===== src/rtl/spi_xfer_pkg.sv =====
package spi_xfer_pkg;

  typedef enum logic [1:0] {
    SEQ_IDLE,
    SEQ_FETCH,
    SEQ_SHIFT,
    SEQ_FINISH
  } seq_state_t;

  // Latched configuration; field widths follow the control word layout
  typedef struct packed {
    logic       lsb_first;
    logic       discard;
    logic       cs_level;
    logic       cs_manual;
    logic [1:0] cs_idx;
    logic       cs_act_low;
    logic       cpol;
    logic       cpha;
  } xfer_cfg_t;

  localparam int BIT_CPHA    = 0;
  localparam int BIT_CPOL    = 1;
  localparam int BIT_CSLOW   = 2;
  localparam int BIT_CSIDX   = 4;
  localparam int BIT_MANUAL  = 6;
  localparam int BIT_LEVEL   = 7;
  localparam int BIT_DISCARD = 8;
  localparam int BIT_LSB     = 12;
  localparam int BIT_START   = 31;

  function automatic xfer_cfg_t cfg_from_word(input logic [31:0] w);
    xfer_cfg_t c;
    c.cpha       = w[BIT_CPHA];
    c.cpol       = w[BIT_CPOL];
    c.cs_act_low = w[BIT_CSLOW];
    c.cs_idx     = w[BIT_CSIDX+:2];
    c.cs_manual  = w[BIT_MANUAL];
    c.cs_level   = w[BIT_LEVEL];
    c.discard    = w[BIT_DISCARD];
    c.lsb_first  = w[BIT_LSB];
    return c;
  endfunction

  function automatic logic [31:0] cfg_to_word(input xfer_cfg_t c, input logic busy);
    logic [31:0] w;
    w                = '0;
    w[BIT_CPHA]      = c.cpha;
    w[BIT_CPOL]      = c.cpol;
    w[BIT_CSLOW]     = c.cs_act_low;
    w[BIT_CSIDX+:2]  = c.cs_idx;
    w[BIT_MANUAL]    = c.cs_manual;
    w[BIT_LEVEL]     = c.cs_level;
    w[BIT_DISCARD]   = c.discard;
    w[BIT_LSB]       = c.lsb_first;
    w[BIT_START]     = busy;
    return w;
  endfunction

endpackage


===== src/rtl/spi_cs_drive.sv =====
module spi_cs_drive #(
  parameter int NUM_CS = 4
) (
  input  logic              clk,
  input  logic              rst,
  input  logic              busy,
  input  logic [1:0]        cs_idx,
  input  logic              cs_manual,
  input  logic              cs_level,
  input  logic              cs_act_low,
  output logic [NUM_CS-1:0] cs_out
);

  for (genvar i = 0; i < NUM_CS; i++) begin : g_cs
    logic sel;
    assign sel = (cs_idx == 2'(i));
    always_ff @(posedge clk) begin
      if (rst) begin
        cs_out[i] <= 1'b0;
      end else if (!sel) begin
        cs_out[i] <= cs_act_low;
      end else if (cs_manual) begin
        cs_out[i] <= cs_level;
      end else begin
        cs_out[i] <= busy ^ cs_act_low;
      end
    end
  end

endmodule


===== src/rtl/spi_bit_shifter.sv =====
module spi_bit_shifter #(
  parameter int WORD_W = 8
) (
  input  logic              clk,
  input  logic              rst,
  input  logic              cpha,
  input  logic              lsb_first,
  input  logic              sck_en,
  input  logic              load,
  input  logic [WORD_W-1:0] load_word,
  input  logic              miso,
  output logic              sck_raw,
  output logic              mosi,
  output logic              word_done,
  output logic [WORD_W-1:0] rx_word
);

  localparam int EDGES  = 2 * WORD_W;
  localparam int EDGE_W = $clog2(EDGES);
  localparam int IDX_W  = $clog2(WORD_W);

  logic              active;
  logic [EDGE_W-1:0] edge_q;
  logic [WORD_W-1:0] tx_q;
  logic [WORD_W-1:0] rx_q;
  logic [WORD_W-1:0] rx_next;
  logic [IDX_W-1:0]  bit_k;
  logic              step;
  logic              sample_now;
  logic              last_edge;

  function automatic logic pick(input logic [WORD_W-1:0] w, input int k, input logic lsb);
    return lsb ? w[k] : w[WORD_W-1-k];
  endfunction

  assign bit_k      = edge_q[EDGE_W-1:1];
  assign step       = active && sck_en;
  assign sample_now = step && (edge_q[0] == cpha);
  assign last_edge  = (edge_q == EDGE_W'(EDGES - 1));

  always_comb begin
    rx_next = rx_q;
    if (sample_now) begin
      if (lsb_first) rx_next[int'(bit_k)] = miso;
      else           rx_next[WORD_W-1-int'(bit_k)] = miso;
    end
  end

  always_ff @(posedge clk) begin
    if (rst) begin
      active    <= 1'b0;
      edge_q    <= '0;
      tx_q      <= '0;
      rx_q      <= '0;
      sck_raw   <= 1'b0;
      mosi      <= 1'b0;
      word_done <= 1'b0;
      rx_word   <= '0;
    end else begin
      word_done <= 1'b0;
      if (load) begin
        active <= 1'b1;
        edge_q <= '0;
        tx_q   <= load_word;
        rx_q   <= '0;
        if (!cpha) mosi <= pick(load_word, 0, lsb_first);
      end else if (step) begin
        sck_raw <= ~sck_raw;
        edge_q  <= edge_q + 1'b1;
        rx_q    <= rx_next;
        if (cpha && !edge_q[0])
          mosi <= pick(tx_q, int'(bit_k), lsb_first);
        if (!cpha && edge_q[0] && (bit_k != IDX_W'(WORD_W - 1)))
          mosi <= pick(tx_q, int'(bit_k) + 1, lsb_first);
        if (last_edge) begin
          active    <= 1'b0;
          word_done <= 1'b1;
          rx_word   <= rx_next;
        end
      end
    end
  end

endmodule


===== src/rtl/spi_byte_sequencer.sv =====
module spi_byte_sequencer
  import spi_xfer_pkg::*;
#(
  parameter int CNT_W  = 24,
  parameter int WORD_W = 8
) (
  input  logic              clk,
  input  logic              rst,
  input  logic              start,
  input  logic [CNT_W-1:0]  burst_len,
  input  logic [CNT_W-1:0]  tx_len,
  input  logic              tx_empty,
  input  logic [WORD_W-1:0] tx_data,
  input  logic              word_done,
  output logic              load,
  output logic [WORD_W-1:0] load_word,
  output logic              tx_pop,
  output logic              done,
  output logic              busy
);

  seq_state_t       state;
  logic [CNT_W-1:0] remaining;
  logic [CNT_W-1:0] tx_left;

  assign busy = (state != SEQ_IDLE);

  always_ff @(posedge clk) begin
    if (rst) begin
      state     <= SEQ_IDLE;
      remaining <= '0;
      tx_left   <= '0;
      load      <= 1'b0;
      load_word <= '0;
      tx_pop    <= 1'b0;
      done      <= 1'b0;
    end else begin
      load   <= 1'b0;
      tx_pop <= 1'b0;
      done   <= 1'b0;
      unique case (state)
        SEQ_IDLE: begin
          if (start) begin
            remaining <= burst_len;
            tx_left   <= tx_len;
            state     <= (burst_len == '0) ? SEQ_FINISH : SEQ_FETCH;
          end
        end
        SEQ_FETCH: begin
          if (tx_left != '0) begin
            if (!tx_empty) begin
              load      <= 1'b1;
              load_word <= tx_data;
              tx_pop    <= 1'b1;
              tx_left   <= tx_left - 1'b1;
              state     <= SEQ_SHIFT;
            end
          end else begin
            load      <= 1'b1;
            load_word <= '0;
            state     <= SEQ_SHIFT;
          end
        end
        SEQ_SHIFT: begin
          if (word_done) begin
            remaining <= remaining - 1'b1;
            state     <= (remaining == CNT_W'(1)) ? SEQ_FINISH : SEQ_FETCH;
          end
        end
        SEQ_FINISH: begin
          done  <= 1'b1;
          state <= SEQ_IDLE;
        end
        default: state <= SEQ_IDLE;
      endcase
    end
  end

endmodule


===== src/rtl/spi_xfer_engine.sv =====
module spi_xfer_engine
  import spi_xfer_pkg::*;
#(
  parameter int CNT_W  = 24,
  parameter int WORD_W = 8,
  parameter int NUM_CS = 4
) (
  input  logic              clk,
  input  logic              rst,
  input  logic              ctrl_wr,
  input  logic [31:0]       ctrl_wdata,
  output logic [31:0]       ctrl_rdata,
  input  logic [CNT_W-1:0]  burst_len,
  input  logic [CNT_W-1:0]  tx_len,
  input  logic              sck_en,
  input  logic              tx_empty,
  input  logic [WORD_W-1:0] tx_data,
  output logic              tx_pop,
  output logic              rx_push,
  output logic [WORD_W-1:0] rx_data,
  output logic              done,
  output logic              sck,
  output logic              mosi,
  input  logic              miso,
  output logic [NUM_CS-1:0] cs_out
);

  xfer_cfg_t         cfg_q;
  logic              busy;
  logic              start;
  logic              load;
  logic [WORD_W-1:0] load_word;
  logic              word_done;
  logic [WORD_W-1:0] rx_word;
  logic              sck_raw;

  assign start = ctrl_wr && ctrl_wdata[BIT_START] && !busy;

  always_ff @(posedge clk) begin
    if (rst) begin
      cfg_q   <= '0;
      rx_push <= 1'b0;
      rx_data <= '0;
    end else begin
      if (ctrl_wr && !busy) cfg_q <= cfg_from_word(ctrl_wdata);
      rx_push <= word_done && !cfg_q.discard;
      if (word_done) rx_data <= rx_word;
    end
  end

  assign ctrl_rdata = cfg_to_word(cfg_q, busy);
  assign sck        = sck_raw ^ cfg_q.cpol;

  spi_byte_sequencer #(.CNT_W(CNT_W), .WORD_W(WORD_W)) u_seq (
    .clk       (clk),
    .rst       (rst),
    .start     (start),
    .burst_len (burst_len),
    .tx_len    (tx_len),
    .tx_empty  (tx_empty),
    .tx_data   (tx_data),
    .word_done (word_done),
    .load      (load),
    .load_word (load_word),
    .tx_pop    (tx_pop),
    .done      (done),
    .busy      (busy)
  );

  spi_bit_shifter #(.WORD_W(WORD_W)) u_shift (
    .clk       (clk),
    .rst       (rst),
    .cpha      (cfg_q.cpha),
    .lsb_first (cfg_q.lsb_first),
    .sck_en    (sck_en),
    .load      (load),
    .load_word (load_word),
    .miso      (miso),
    .sck_raw   (sck_raw),
    .mosi      (mosi),
    .word_done (word_done),
    .rx_word   (rx_word)
  );

  spi_cs_drive #(.NUM_CS(NUM_CS)) u_cs (
    .clk        (clk),
    .rst        (rst),
    .busy       (busy),
    .cs_idx     (cfg_q.cs_idx),
    .cs_manual  (cfg_q.cs_manual),
    .cs_level   (cfg_q.cs_level),
    .cs_act_low (cfg_q.cs_act_low),
    .cs_out     (cs_out)
  );

endmodule


===== config.mk =====
export PLATFORM = sky130hd
export DESIGN_NAME = spi_xfer_engine
export DESIGN_NICKNAME = d
export VERILOG_FILES = /design/src/rtl/spi_xfer_pkg.sv /design/src/rtl/spi_cs_drive.sv /design/src/rtl/spi_bit_shifter.sv /design/src/rtl/spi_byte_sequencer.sv /design/src/rtl/spi_xfer_engine.sv
export SDC_FILE = /design/constraint.sdc
export NUM_CORES = 1
export LEC_CHECK = 0
export ABC_AREA = 1
export CAP_MARGIN = 10
export CORE_MARGIN = 2
export CORE_UTILIZATION = 51
export CTS_CLUSTER_SIZE = 10
export DETAILED_ROUTE_END_ITERATION = 8
export GPL_TIMING_DRIVEN = 0
export MAX_ROUTING_LAYER = met4
export PLACE_DENSITY_LB_ADDON = 0.3
export SLEW_MARGIN = 25
export SYNTH_ARGS = -nofsm -noshare
export SYNTH_HDL_FRONTEND = slang
export SYNTH_SLANG_ARGS = --single-unit

===== constraint.sdc =====
create_clock -name clk -period 4.9 [get_ports clk]
set_clock_uncertainty 0.2 [all_clocks]
set_input_delay 0.98 -clock clk [delete_from_list [all_inputs] [get_ports clk]]
set_output_delay 0.98 -clock clk [all_outputs]
set_load 0.005 [all_outputs]

==> flow_summary.yaml, run 1 <==
routing:
  totalWireLength_microns: 19100
  ant_nets: 0
  met3_wirelength_microns: 1140
  wl_per_cell_microns: 13.8
  drc: 0
  drtIter0Drc: 703
  viasPerCell: 5.23
  top_layer: "met4"
  wl_met1_microns: 8460
  wl_met2_microns: 8920
  dr.pass1.iters: 7
  routed-via-count: 7233
global_route:
  grtUsageTotal_pct: 28.3
  grt_first_pass_wirelength_microns: 31100
  antenna_found_initial: 0
  grt_max_degree: 17
  grt_pass1_vias: 6561
  overflow: 0
floorplanning:
  io_pins: 143
  initial_core_util_pct: 51.7
  die_h_microns: 119
  die_width_microns: 119
  core_region_area_sq_um: 13100
  die_area_sq_um: 14200
  num_rows: 42
synthesis:
  ys_seq_area_share_pct: 34.0
  ys_async_sr_fraction_pct: 0
  syn_area_per_cell_sq_um: 6.41
  ys.flop_type: "dfxtp_1"
  ys_types: 42
  synth-seq-cells: 115
  yosysWarnings: 0
  synth_edf_count: 0
  syn_area_sq_um: 6760
  syn_inst: 1055
layout:
  layout_commonest_cell: "nand2_1"
  drive_gt1_share_pct: 9.37
  diodes: 0
  layout_common_cells: "nand2_1 (257), nor2_1 (175), dfxtp_1 (115)"
  design_area_sq_um: 8680
  regArea_sq_um: 2300
  n_fill_cell: 1168
  multi_input_area_sq_um: 3770
  area_growth_pct: 28.4
  final_nets: 1295
place:
  place_congestion: 0.959
  portBuffers: 98
  hpwl_microns: 14100
  placed_area_sq_um: 8040
clock_tree:
  cts_setup_buffers: 0
  hold_buffers: 0
  numCtsBuffers: 17
  path_clk_slew_ns: 0.06
  numClockSinks: 115
  cts_root_buf: "clkbuf_16"
  clockBufferDepth: 2
  post_cts_resized: 0
  h-tree-depth: 4
  cts_tree: "built"
  worstSkewPairLatency_ns: 0.42
sta:
  post-route-min-period_ns: 2.87
  hold_viol: 0
  max_freq_ghz: 0.348
  slew_headroom_pct: 52.4
  slew_viol_final: 0
  whs_ns: 0.264
  setup_viol: 0
  rsz0062_at_grt: "no"
  tns_ns: 0
  fin_crit_sh_pct: 58.6
  worst_pin_slew_ns: 0.715
power_and_ir_drop:
  p_leak_uw: 0.00398
  ir_worst_vdd_mv: 0.407
  p_per_area_nw_per_um2: 624
  total_power_uw: 5420
worst_setup_path:
  required_ns: 3.72
  crit_path_start_kind: "flip-flop"
  r2r_cells: 10
  cp_max_fo: 5
  critical_path_class: "reg -> out"
  arrival_ns: 1.69
  critPathCaptureType: "output pin"
run:
  max_cap_viol_count: 0
hold_path:
  hold_class: "reg -> reg"
  hold-path-cell-count: 1
status:
  run_status: "finished, final reports clean"
==> path summary, 6_finish.rpt <==
path                                               startpoint  slack (ns)                        endpoint
worst max-delay path              u_seq.state[1]$_SDFFE_PP0P_        2.03                  ctrl_rdata[31]
worst min-delay path               ctrl_rdata[8]$_SDFFE_PP0P_        0.26              rx_push$_SDFF_PP0_
worst max register to register  u_seq.tx_left[0]$_SDFFE_PP0P_        2.65  u_seq.tx_left[21]$_SDFFE_PP0P_
worst min register to register     ctrl_rdata[8]$_SDFFE_PP0P_        0.26              rx_push$_SDFF_PP0_
==> where the power goes <==
group | internal, uW | switching, uW | total [uW]
Sequential | 1160 | 241 | 1410
Combinational | 967 | 1690 | 2660
Clock | 869 | 479 | 1350
Total | 3000 | 2410 | 5420
==> layout make-up <==
cell class | count | share of cell area (%)
Buffer | 66 | 4.79
Sequential cell | 115 | 26.5
Clock buffer | 18 | 5.06
Inverter | 92 | 4.01
Timing Repair Buffer | 98 | 11.3
Tap cell | 176 | 2.54
Clock inverter | 14 | 2.29
Multi-Input combinational cell | 803 | 43.5
==> cell families (layout without fill, tap and decap cells) <==
| family | after synthesis | count (layout) | synth area share [%] |
|---|---|---|---|
| flops | 115 | 115 | 34.0 |
| fa+ha+maj | 8 | 8 | 1.48 |
| simple gates | 555 | 555 | 35.3 |
| compound gates | 206 | 206 | 16.3 |
| xor+xnor | 12 | 12 | 1.55 |
| other cells | 1 | 22 | 0.0555 |
| buf+inv | 158 | 288 | 11.3 |
==> synth_stat cells (6+ instances only) <==
| master | n | share of area [%] |
|---|---|---|
| nand2_1 | 257 | 14 |
| nor2_1 | 175 | 9.7 |
| dfxtp_1 | 115 | 34 |
| o21ai_0 | 89 | 6.6 |
| a21oi_1 | 85 | 6.3 |
| inv_1 | 84 | 4.7 |
| nand3_1 | 75 | 5.6 |
| buf_4 | 29 | 3.2 |
| clkbuf_1 | 23 | 1.3 |
| nand4_1 | 9 | 0.83 |
| nor3_1 | 9 | 0.67 |
| ha_1 | 8 | 1.5 |
| xor2_1 | 8 | 1.0 |
| buf_6 | 7 | 1.2 |
| inv_2 | 7 | 0.39 |
| nor2_2 | 7 | 0.65 |
| o211ai_1 | 7 | 0.78 |
| o21ai_1 | 6 | 0.44 |
| or2_2 | 6 | 0.56 |
==> layer usage <==
metal | vias up | global-route usage (%)
li1 | 3649 | -
met1 | 3248 | 35.5
met2 | 279 | 44.9
met3 | 57 | 4.84
met4 | 0 | 12.7
met5 | - | -
==> worst max-delay path, stage by stage (launching register included) <==
cell             delay (ns)
dfxtp_1                0.35
nor2_2                 0.26
inv_1                  0.07
buf_4                  0.14
clkdlybuf4s50_1        0.45
==> through the flow <==
step | util, % | worst slack [ns] | instances
floorplan | - | 2.73 | 1076
global placement | 61.5 | 1.81 | 1350
detailed placement | 61.5 | 1.83 | 1350
CTS | 66.3 | 2.01 | 1382
global route | 66.3 | 1.96 | 1382
finish | 66.3 | 2.03 | 1382
==> flip-flops by register name (all words and copies together), names as in the netlist, 2 cells and up <==
| signal | cells |
|---|---|
| u_seq.remaining | 24 |
| u_seq.tx_left | 24 |
| ctrl_rdata | 9 |
| rx_data | 8 |
| u_seq.load_word | 8 |
| u_shift.rx_q | 8 |
| u_shift.rx_word | 8 |
| u_shift.tx_q | 8 |
| u_cs.cs_out | 4 |
| u_shift.edge_q | 4 |
| u_seq.state | 2 |
No activity file was read; power rests on OpenSTA's default activity.
==> run 2: changes to the inputs <==
- CORE_UTILIZATION: 51 -> 47
- clock period: 4.9 -> 2.5 ns (I/O delays scaled with it)
==> flow_summary.yaml, run 2 (same netlist as run 1, synthesis figures left out) <==
layout:
  diodes: 0
  final_nets: 1295
  drive_gt1_share_pct: 9.12
  layout_common_cells: "nand2_1 (257), nor2_1 (175), dfxtp_1 (115)"
  area_growth_pct: 27.9
  design_area_sq_um: 8650
  layout_commonest_cell: "nand2_1"
power_and_ir_drop:
  total_power_uw: 10500
  p_leak_uw: 0.00398
  ir_worst_vdd_mv: 0.607
  p_per_area_nw_per_um2: 1220
hold_path:
  hold_class: "reg -> reg"
  min_from: "ctrl_rdata[8]$_SDFFE_PP0P_"
worst_setup_path:
  critical_path.slowest_cell: "clkdlybuf4s50_1"
  required_ns: 1.80
  r2r_setup_slack_ns: 0.24
  timing.rr.start: "u_seq.tx_left[0]$_SDFFE_PP0P_"
  path_cells: "nor2_4, inv_1, buf_4, clkdlybuf4s50_1"
  slowest_delay_ns: 0.43
  cp_max_fo: 5
  arrival_ns: 1.63
  crit_buf_inv: 3
  critical_path_class: "reg -> out"
  critPathTopFamily: "buffers and inverters"
  crit_start: "u_seq.state[1]$_SDFFE_PP0P_"
  crit_path_start_kind: "flip-flop"
  critPathCaptureType: "output pin"
sta:
  setup_viol: 0
  hold_viol: 0
  post-route-min-period_ns: 2.33
  worst_pin_slew_ns: 0.676
  whs_ns: 0.253
  fin_crit_sh_pct: 93.2
  tns_ns: 0
  slew_viol_final: 0
  slew_headroom_pct: 54.9
  rsz0062_at_grt: "no"
  max_freq_ghz: 0.429
  worst_slack_ns: 0.170
clock_tree:
  path_clk_slew_ns: 0.05
  cts_root_buf: "clkbuf_16"
  numClockSinks: 115
  h-tree-depth: 4
  cts_tree: "built"
  clockBufferDepth: 2
  worstSkewPairLatency_ns: 0.42
  numCtsBuffers: 17
floorplanning:
  num_rows: 43
  die_area_sq_um: 15400
  die_h_microns: 124
  io_pins: 143
  die_width_microns: 124
  initial_core_util_pct: 48.3
  core_region_area_sq_um: 14000
routing:
  ant_nets: 0
  totalWireLength_microns: 19500
  wl_per_cell_microns: 14.1
  routed-via-count: 7153
  drc: 0
  drtIter0Drc: 643
  viasPerCell: 5.16
  dr.pass1.iters: 5
place:
  hpwl_microns: 14400
  pre_cts_ws_ns: -0.0451
  placed_area_sq_um: 8050
  portBuffers: 98
  place_congestion: 0.968
status:
  run_status: "finished, final reports clean"
global_route:
  antenna_found_initial: 0
  grt_pass1_vias: 6512
  grtUsageTotal_pct: 27.3
  grt_max_degree: 17
  overflow: 0
  grt_first_pass_wirelength_microns: 31500
run:
  max_cap_viol_count: 0
run 2: cell count changes in the layout (fill, tap and decap cells not counted):
cell | before | now
bufinv_16 | 4 | 3
clkbuf_1 | 23 | 26
clkbuf_8 | 1 | 2
clkinv_2 | 1 | 5
clkinvlp_4 | 4 | 1
inv_6 | 4 | 0
nor2_2 | 7 | 6
nor2_4 | 4 | 5
run 2: path summary, 6_finish.rpt:
path | end | depth (start not counted)
worst min-delay path | rx_push$_SDFF_PP0_ | 1
worst max-delay path | ctrl_rdata[31] | 4
worst min register to register | rx_push$_SDFF_PP0_ | 1
worst max register to register | u_seq.tx_left[22]$_SDFFE_PP0P_ | 10
run 2: final cells by class:
class / instances / area [sq um]
clock inverters: 10 / 131
multi-input cells: 803 / 3780
well taps: 180 / 225
fillers: 1340 / 5340
repair buffers: 98 / 981
plain buffers: 66 / 415
flip-flops and latches: 115 / 2300
clock buffers: 22 / 464
inverters: 92 / 348
run 2: power breakdown:
group	total (uW)	switching (uW)	leakage, uW	internal (uW)
clock network	2470	862	0.000294	1610
registers	2760	478	0.000939	2280
logic	5300	3400	0.00274	1900
run 2: metrics by stage:
stage | utilization (%) | instances
floorplan | - | 1076
global placement | 57.5 | 1354
detailed placement | 57.5 | 1354
CTS | 61.8 | 1386
global route | 61.8 | 1386
finish | 61.8 | 1386
run 2: layer usage:
layer	part of all wire, %	track usage, %
met5	0	-
met4	2.0	9.27
met3	7.6	5.95
met2	46	43.1
met1	44	34.8
run 2: repair_timing:
item,in CTS,in global routing
gates resized for setup,0,1
hold buffers,0,0
setup endpoints to repair,0,1
setup buffers,0,0
==> run 3: changes to the inputs <==
- CAP_MARGIN: 10 -> 20
==> results of run 3 <==
The final DEF is identical to that of run 2; final timing and power are the same.
